File: config.mk
export PLATFORM = sky130hd
export DESIGN_NAME = fetch_patch_unit
export DESIGN_NICKNAME = d
export VERILOG_FILES = /design/src/rtl/fpsu_pkg.sv /design/src/rtl/fpsu_regfile.sv /design/src/rtl/fpsu_match.sv /design/src/rtl/fpsu_opmux.sv /design/src/rtl/fetch_patch_unit.sv
export SDC_FILE = /design/constraint.sdc
export NUM_CORES = 1
export LEC_CHECK = 0
export ABC_AREA = 1
export BUFFER_PORTS_ARGS = -buffer_cell sky130_fd_sc_hd__buf_2
export CORE_ASPECT_RATIO = 0.6
export CORE_MARGIN = 4
export CORE_UTILIZATION = 45
export CTS_CLUSTER_DIAMETER = 30
export CTS_CLUSTER_SIZE = 30
export DETAILED_ROUTE_END_ITERATION = 12
export PLACE_DENSITY = 0.77
export RECOVER_POWER = 100
export SETUP_SLACK_MARGIN = 0.1
export SLEW_MARGIN = 0
export SYNTH_ARGS = -nofsm -noshare
export SYNTH_HDL_FRONTEND = slang
export SYNTH_SLANG_ARGS = --single-unit
File: constraint.sdc
create_clock -name clk -period 2.58 [get_ports clk]
set_input_delay 0.645 -clock clk [delete_from_list [all_inputs] [get_ports clk]]
set_output_delay 0.645 -clock clk [all_outputs]
set_load 0.01 [all_outputs]
File: src/rtl/fpsu_pkg.sv
package fpsu_pkg;
    typedef logic [7:0] byte_t;

    // Control-byte bit position that arms detector idx
    function automatic int unsigned arm_bit(input int unsigned idx);
        return 2 * idx + 1;
    endfunction
endpackage

File: src/rtl/fpsu_regfile.sv
module fpsu_regfile
    import fpsu_pkg::*;
#(
    parameter int unsigned ADDR_W    = 24,
    parameter int unsigned NUM_DET   = 2,
    parameter int unsigned BUS_AW    = 24,
    parameter logic [BUS_AW-1:0] DET_BASE  = 24'h001FF0,
    parameter logic [BUS_AW-1:0] CTRL_ADDR = 24'h00009E
) (
    input  logic                             clk,
    input  logic                             rst_n,
    input  logic [BUS_AW-1:0]                reg_addr,
    input  logic                             reg_wr_en,
    input  byte_t                            reg_wdata,
    output byte_t                            reg_rd_data,
    output logic [NUM_DET-1:0][ADDR_W-1:0]   det_addr,
    output logic [NUM_DET-1:0]               det_en
);
    localparam int unsigned BPD = (ADDR_W + 7) / 8;

    byte_t              det_q [NUM_DET][BPD];
    logic [BPD*8-1:0]   det_flat [NUM_DET];
    byte_t              ctrl_q;
    logic               ctrl_wr;

    assign ctrl_wr = reg_wr_en && (reg_addr == CTRL_ADDR);

    // Control byte: reset to all zero, every bit stored
    always_ff @(posedge clk or negedge rst_n) begin
        if (!rst_n) begin
            ctrl_q <= '0;
        end else if (ctrl_wr) begin
            ctrl_q <= reg_wdata;
        end
    end

    // Breakpoint bytes: no reset, one write port per byte slot
    for (genvar d = 0; d < NUM_DET; d++) begin : g_det
        for (genvar b = 0; b < BPD; b++) begin : g_byte
            localparam logic [BUS_AW-1:0] SLOT = BUS_AW'(DET_BASE + d * BPD + b);
            always_ff @(posedge clk) begin
                if (reg_wr_en && (reg_addr == SLOT)) begin
                    det_q[d][b] <= reg_wdata;
                end
            end
            assign det_flat[d][b*8 +: 8] = det_q[d][b];
        end
        assign det_addr[d] = det_flat[d][ADDR_W-1:0];
        assign det_en[d]   = ctrl_q[arm_bit(d)];
    end

    // Combinational readback; unmapped addresses return zero
    always_comb begin
        reg_rd_data = '0;
        if (reg_addr == CTRL_ADDR) begin
            reg_rd_data = ctrl_q;
        end
        for (int d = 0; d < NUM_DET; d++) begin
            for (int b = 0; b < BPD; b++) begin
                if (reg_addr == BUS_AW'(DET_BASE + d * BPD + b)) begin
                    reg_rd_data = det_q[d][b];
                end
            end
        end
    end

    // a control write is visible after the next edge
    p_ctrl_write_r7: assert property (@(posedge clk) disable iff (!rst_n)
        ctrl_wr |=> ctrl_q == $past(reg_wdata));

    // without a control write the control byte holds
    p_ctrl_hold_r9: assert property (@(posedge clk) disable iff (!rst_n)
        !ctrl_wr |=> $stable(ctrl_q));

    // control byte is clear when reset releases
    p_reset_ctrl_r1: assert property (@(posedge clk) disable iff (!rst_n)
        $rose(rst_n) |-> ctrl_q == 8'h00);
endmodule

File: src/rtl/fpsu_match.sv
module fpsu_match #(
    parameter int unsigned ADDR_W = 24
) (
    input  logic [ADDR_W-1:0] fetch_addr,
    input  logic [ADDR_W-1:0] det_addr,
    input  logic              det_en,
    input  logic              fetch_op_strobe,
    output logic              hit
);
    assign hit = fetch_op_strobe && det_en && (fetch_addr == det_addr);
endmodule

File: src/rtl/fpsu_opmux.sv
module fpsu_opmux
    import fpsu_pkg::*;
#(
    parameter int unsigned NUM_DET  = 2,
    parameter byte_t       PATCH_OP = 8'h01
) (
    input  logic [NUM_DET-1:0] hits,
    input  byte_t              mem_opcode,
    output byte_t              cpu_opcode
);
    // Any number of simultaneous hits collapses to one patch opcode
    assign cpu_opcode = (|hits) ? PATCH_OP : mem_opcode;
endmodule

File: src/rtl/fetch_patch_unit.sv
module fetch_patch_unit
    import fpsu_pkg::*;
#(
    parameter int unsigned ADDR_W    = 24,
    parameter int unsigned NUM_DET   = 2,
    parameter int unsigned BUS_AW    = 24,
    parameter logic [BUS_AW-1:0] DET_BASE  = 24'h001FF0,
    parameter logic [BUS_AW-1:0] CTRL_ADDR = 24'h00009E,
    parameter logic [7:0]        PATCH_OP  = 8'h01
) (
    input  logic              clk,
    input  logic              rst_n,
    input  logic [BUS_AW-1:0] reg_addr,
    input  logic              reg_wr_en,
    input  logic [7:0]        reg_wdata,
    output logic [7:0]        reg_rd_data,
    input  logic [ADDR_W-1:0] fetch_addr,
    input  logic              fetch_op_strobe,
    input  logic [7:0]        mem_opcode,
    output logic [7:0]        cpu_opcode
);
    logic [NUM_DET-1:0][ADDR_W-1:0] det_addr;
    logic [NUM_DET-1:0]             det_en;
    logic [NUM_DET-1:0]             hits;

    fpsu_regfile #(
        .ADDR_W    (ADDR_W),
        .NUM_DET   (NUM_DET),
        .BUS_AW    (BUS_AW),
        .DET_BASE  (DET_BASE),
        .CTRL_ADDR (CTRL_ADDR)
    ) regs_i (
        .clk         (clk),
        .rst_n       (rst_n),
        .reg_addr    (reg_addr),
        .reg_wr_en   (reg_wr_en),
        .reg_wdata   (reg_wdata),
        .reg_rd_data (reg_rd_data),
        .det_addr    (det_addr),
        .det_en      (det_en)
    );

    for (genvar d = 0; d < NUM_DET; d++) begin : g_cmp
        fpsu_match #(.ADDR_W(ADDR_W)) match_i (
            .fetch_addr      (fetch_addr),
            .det_addr        (det_addr[d]),
            .det_en          (det_en[d]),
            .fetch_op_strobe (fetch_op_strobe),
            .hit             (hits[d])
        );
    end

    fpsu_opmux #(
        .NUM_DET  (NUM_DET),
        .PATCH_OP (PATCH_OP)
    ) mux_i (
        .hits       (hits),
        .mem_opcode (mem_opcode),
        .cpu_opcode (cpu_opcode)
    );

    // operand fetches are never altered
    p_pass_operand_r5: assert property (@(posedge clk) disable iff (!rst_n)
        !fetch_op_strobe |-> cpu_opcode == mem_opcode);

    // any comparator hit delivers exactly the patch opcode
    p_patch_value_r6: assert property (@(posedge clk) disable iff (!rst_n)
        (|hits) |-> cpu_opcode == PATCH_OP);

    // with nothing armed the byte passes through
    p_disarmed_r4: assert property (@(posedge clk) disable iff (!rst_n)
        (det_en == '0) |-> cpu_opcode == mem_opcode);

    // the only permitted alteration is the patch opcode on an opcode fetch
    p_only_patch_r2: assert property (@(posedge clk) disable iff (!rst_n)
        (cpu_opcode != mem_opcode) |-> (fetch_op_strobe && cpu_opcode == PATCH_OP));
endmodule

**Word level (Yosys, flattened, before mapping)**

Memory sizes are Yosys's and may differ from the RTL's.
Index checks and enable logic that the tools add are counted.

- Reduce and logical (&&, ||, !) cells: 13
- Equality and inequality tests: 9
- Mux-type cells: 23

Operator list:

| cell | count |
|---|---|
| $eq 24x13->1 const B | 6 |
| $mux 8 | 8 |
| $eq 24x24->1 | 2 |
| $eq 24x8->1 const B | 1 |
| $mux 24 | 1 |
| $reduce_or 24->1 | 1 |
| $mux 1 | 13 |
| $logic_and 1x1->1 | 11 |
| $mux 3 | 1 |
| $reduce_or 2->1 | 1 |

- Memories kept: 1
- Input port bits: 68
- Flip-flop bits (word level): 8
- Output and inout port bits: 16
- Logic and storage cells: 47
- Memory bits (writable): 48

Memory list:

| name | words | bits a word | rd ports | clocked after memory_dff | write ports | RTL line | source |
|---|---|---|---|---|---|---|---|
| regs_i.det_q | 2 | 24 | 2 | 0 | 1 | fpsu_regfile.sv:21 | `byte_t det_q [NUM_DET][BPD];` |

**Logic depth before layout (Yosys ltp)**

- Word-level depth: 8
- Depth in mapped cells: 15
- Gate-level depth less buffers: 15

**By module**

A second synthesis with hierarchy kept.

- Cells, all modules: 526
- Area total of the unflattened synthesis: 3746.1 um2

By module, submodules not included:

| module | sequential area each (um2) | area each (um2) | cells an instance | instances |
|---|---|---|---|---|
| fpsu_regfile | 1641.6 | 2646.3 | 248 | 1 |
| fpsu_match | 0.0 | 510.5 | 130 | 2 |
| fpsu_opmux | 0.0 | 78.8 | 18 | 1 |

**Worst setup path after synthesis**

No wires, ideal clock.

- Path kind: input port to output port
- Start point: in reg_addr[15]
- End point: out reg_rd_data[4]
- Path buffers: 1
- Arrival: 1.795 ns
- Required time: 1.935 ns
- Path slack: 0.140 ns
- Stages: 14
- Path through: nor2_2 > nand3_1 > nor2_2 > nand2_4 > clkinv_2 > nand2_2 > buf_6 > or2_0 > nand2_1 > nand2_1 > nand2_1 > nand2_1 > nand2_1 > nand2_1

- Word-level cells in the longest chain between the ends: 8
- Elaborated cells between the ends (all ways): 14
- Classes of those cells: eq/ne (7); mux (7)

RTL lines:

| element | RTL line | source |
|---|---|---|
| start: declaration | fetch_patch_unit.sv:13 | `input logic [BUS_AW-1:0] reg_addr,` |
| $eq 24x8->1 | fpsu_regfile.sv:55 | `if (reg_addr == CTRL_ADDR) begin` |
| $mux 8 | fpsu_regfile.sv:55 |  |
| $mux 8 (5 in series) | fpsu_regfile.sv:60 | `if (reg_addr == BUS_AW'(DET_BASE + d * BPD + b)) begin` |
| $mux 8 (*) | fpsu_regfile.sv:60 |  |
| end: declaration | fetch_patch_unit.sv:16 | `output logic [7:0] reg_rd_data,` |

Every way passes the cells marked *; elsewhere a longest branch is shown, timed or not.

**Worst setup path in the final report**

- Start point: in reg_addr[19]
- End point: out reg_rd_data[0]

The elaborated chain is that of the path after synthesis.

==> results.md <==
- Unrepaired setup endpoints after global routing: yes
- Non-filler cells, final: 617
- CTS tree: yes
- Largest delay contributor family on the critical path: simple AND/OR/NAND/NOR gates
- Drt drc: 0
- Vias in the first global route: between 3k and 4k
- FF+latch count, synth: 56
- Layout Nets: 597
- Die Y: between 70 and 80 um
- Worst rel slew slack: 0.655
- FF-to-FF End: regs_i.ctrl_q[3]$_DFFE_PN0P_
- Largest net degree at the start of global routing: 18
- Power Density: 415 nW/um2
- DIE AREA: a little under 9000 um2
- Sinks on Clock Net: 56
- Layout Area Growth over Synthesis: 46.6%
- Clk buf depth: 2
- Vias after detailed routing: 3488
- Die Span X: 119 um
- Outcome: finished with violations
- WP buf/inv: 5
- Startpoint types: primary input
- Initial Utilization: 0.479
- Min Tclk post-route: 2.91 ns
- Initial antenna violation count: 0
- Switching power: around 0.45 mW
- Initial DRC count: 435
- Clk_skew: 0 ns
- CTS H-tree depth: 2
- Antenna cells: 0
- Fillers: approximately 510
- Internal Pwr Total: 1.57 mW
- Final Max Tran Viols: 0
- WL final: 12.6 mm
- Cells along the critical path: buf_2, nor2_2, nand2_2, nor2_4, nand2_4, buf_6, nor3_4, buf_6, clkinvlp_4, nor2_4, a21oi_2, buf_2
- Top sig layer: met4
- DP Wirelength: 8.84 mm
- Final hold vios: 0
- Global-route usage over all layers: 0.271
- Post-Syn Instances: 392
- Pleak: between 2 and 2.5 nW
- Sequential share of the synthesized area: 0.497
- Max VDD drop: 0.437 mV
- GR Overflow Total: 0
- Failing checks: negative setup slack
- Synth cell types: 35
- Wire per inst: roughly 20 um
- Clk Latency, worst-skew pair: 0.30 ns
- Proportion of layout cells with a drive suffix above 1: 0.419
- CTS Hold Buffers Added: 0
- Tightest hold margin: ~0.26 ns
- Fmax: 344 MHz
- Area of the core: between 6000 and 7000 um2
- # rows: 23
- Met2 WL post-DR: 5.55 mm
- Clk pwr share: 0.402
- Logic pwr share: 0.110
- Crit path arrival time: 2.26 ns
- Setup slack after layout: -0.328 ns
- Setup TNS: -2.69 ns
- IO buf count: a little over 80
- Syn nets: between 400 and 500
- First-pass GRT wire length: between 15 and 20 mm
- Maxcap violations: 0
- GP Congestion: 1.00
- Worst R2R Start: regs_i.ctrl_q[3]$_DFFE_PN0P_
- Critical Setup Path Class: primary input to primary output
- Placed Cells: roughly 590
- Critical Path Sink Type: primary output
- Mapped Avg Cell Area: about 8.4 um2
- Clk root buf: clkbuf_16
- CP required: 1.93 ns
- Clk slew on worst S/H paths: roughly 0.07 ns
- Vias per cell: ~5.7
- Period utilization: 1.13
- Hold Path Class: primary input to async pin
- Critical-path top delay cell: nor2_4
- I/O pins: 84
- Post-Syn Area: ~3300 um2
- Met1 wire length: about 5.4 mm
- DRT Pass-1 Iters: 5
- Synth warn: 0
- Wire length on met3: roughly 1.4 mm
- R2R Setup Slk: about 1.8 ns
- Reg power frac: 0.488
- Total CTS buffers: 5
- Worst-path fanout max: 5
- Antenna-violating nets left: 0
- Crit-path max cell delay: 0.19 ns
- Sw Ratio: 0.223
- Worst R2R Path Depth: 1
- Setup violations, final: 16
- Worst slew pin tran: ~0.52 ns
## cells in the mapped netlist
master      n  share of area
a211oi_1    2         0.0045
a21oi_1    19          0.029
a221oi_1    2         0.0053
and3_1      1         0.0019
buf_2       3         0.0045
buf_4       2         0.0045
buf_6       1         0.0034
clkinv_2    1         0.0015
dfrtp_1     8          0.061
edfxtp_1   48           0.44
inv_1      60          0.068
inv_2       1         0.0011
mux2_2      8          0.027
nand2_1    86          0.098
nand2_2     3         0.0057
nand2_4     1         0.0034
nand3_1    16          0.024
nand4_1     9          0.017
nor2_1     54          0.061
nor2_2      5         0.0095
nor2_4      2         0.0068
nor3_1      8          0.012
nor3_2      1         0.0030
nor4_1      1         0.0019
nor4_4      1         0.0064
o2111ai_1   3         0.0079
o211ai_1    1         0.0023
o21ai_0    12          0.018
o21ai_1     1         0.0015
o22ai_1    11          0.021
or2_0       1         0.0019
or2_2       3         0.0057
or2_4       1         0.0026
xnor2_1     5          0.013
xor2_1     11          0.029
## layer usage
layer | GRT usage | vias to the layer above
li1 | - | 1576
met4 | 0.0668 | 0
met3 | 0.0631 | 26
met1 | 0.387 | 1676
met2 | 0.425 | 210
met5 | 0 | -
## area by class of cell
cell class | instances | area [um2] | area share
Clock buffer | 6 | 139 | 0.0287
Clock inverter | 2 | 38.8 | 0.00800
Inverter | 62 | 249 | 0.0514
Multi-Input combinational cell | 268 | 1660 | 0.343
Sequential cell | 56 | 1640 | 0.339
Tap cell | 87 | 109 | 0.0225
Timing Repair Buffer | 136 | 1010 | 0.208
## power groups by stage
| stage | Combinational, mW | Clock, mW | Sequential (mW) |
|---|---|---|---|
| after global routing | 0.236 | 0.846 | 0.981 |
| after detailed placement | 0.174 | 0 | 1.00 |
| after global placement | 0.168 | 0 | 1.00 |
| after CTS | 0.199 | 0.807 | 0.982 |
| final | 0.222 | 0.810 | 0.982 |
| after floorplan | 0.0583 | 0 | 1.00 |
## worst max-delay path by stage
stage / from / endpoint / slack, ns / cells after the start
after floorplan: reg_addr[15] / reg_rd_data[4] / 0.14 / 14
after global placement: reg_addr[15] / reg_rd_data[0] / -0.20 / 12
after detailed placement: reg_addr[15] / reg_rd_data[0] / -0.22 / 14
after CTS: reg_addr[20] / reg_rd_data[0] / -0.17 / 12
after global routing: reg_addr[13] / reg_rd_data[0] / -0.40 / 12
final: reg_addr[19] / reg_rd_data[0] / -0.33 / 12
## per-stage QoR
stage	setup slack, ns	instance area [um2]	util	power [mW]
2_1_floorplan	0.140	3310	-	1.06
3_3_place_gp	-0.201	4090	0.592	1.17
3_5_place_dp	-0.220	4090	0.592	1.18
4_1_cts	-0.173	4660	0.674	1.99
5_1_grt	-0.403	4850	0.702	2.06
6_report	-0.328	4850	0.702	2.01
## repair_timing
action                     CTS  global route
cloned                       2             0
setup endpoints to repair   16            16
resized for setup           86            41
setup buffers                7             7
pin swaps                   30            29
## sequential cells by signal (all words and copies together) (netlist names)
name	count
regs_i.ctrl_q	8
regs_i.det_q	48
## cell usage in the layout, fill, tap and decap left out, types with 2 or more instances in the layout
cell,count
nand2_1,78
buf_2,59
inv_1,48
edfxtp_1,48
nor2_1,34
buf_4,33
buf_6,30
nor2_4,18
a21oi_1,15
inv_2,11
o22ai_1,11
nand3_1,11
xor2_1,10
nand2_2,10
clkbuf_1,10
nand4_1,9
nor2_2,9
mux2_2,8
dfrtp_1,8
o21ai_0,5
nor3_1,5
xnor2_1,5
nand3_2,5
clkbuf_16,5
o21ai_1,4
o21ai_2,4
a21oi_2,4
nor3_2,3
o2111ai_1,3
or2_4,3
buf_12,3
clkinv_4,2
## kinds of logic after synthesis
logic type | Yosys count | synth area share
buf+inv | 68 | 0.0833
xor+xnor | 16 | 0.0424
mux | 8 | 0.0273
compound gates | 51 | 0.0893
flops | 56 | 0.497
simple gates | 193 | 0.261
Power figures use the tool's default switching activity.
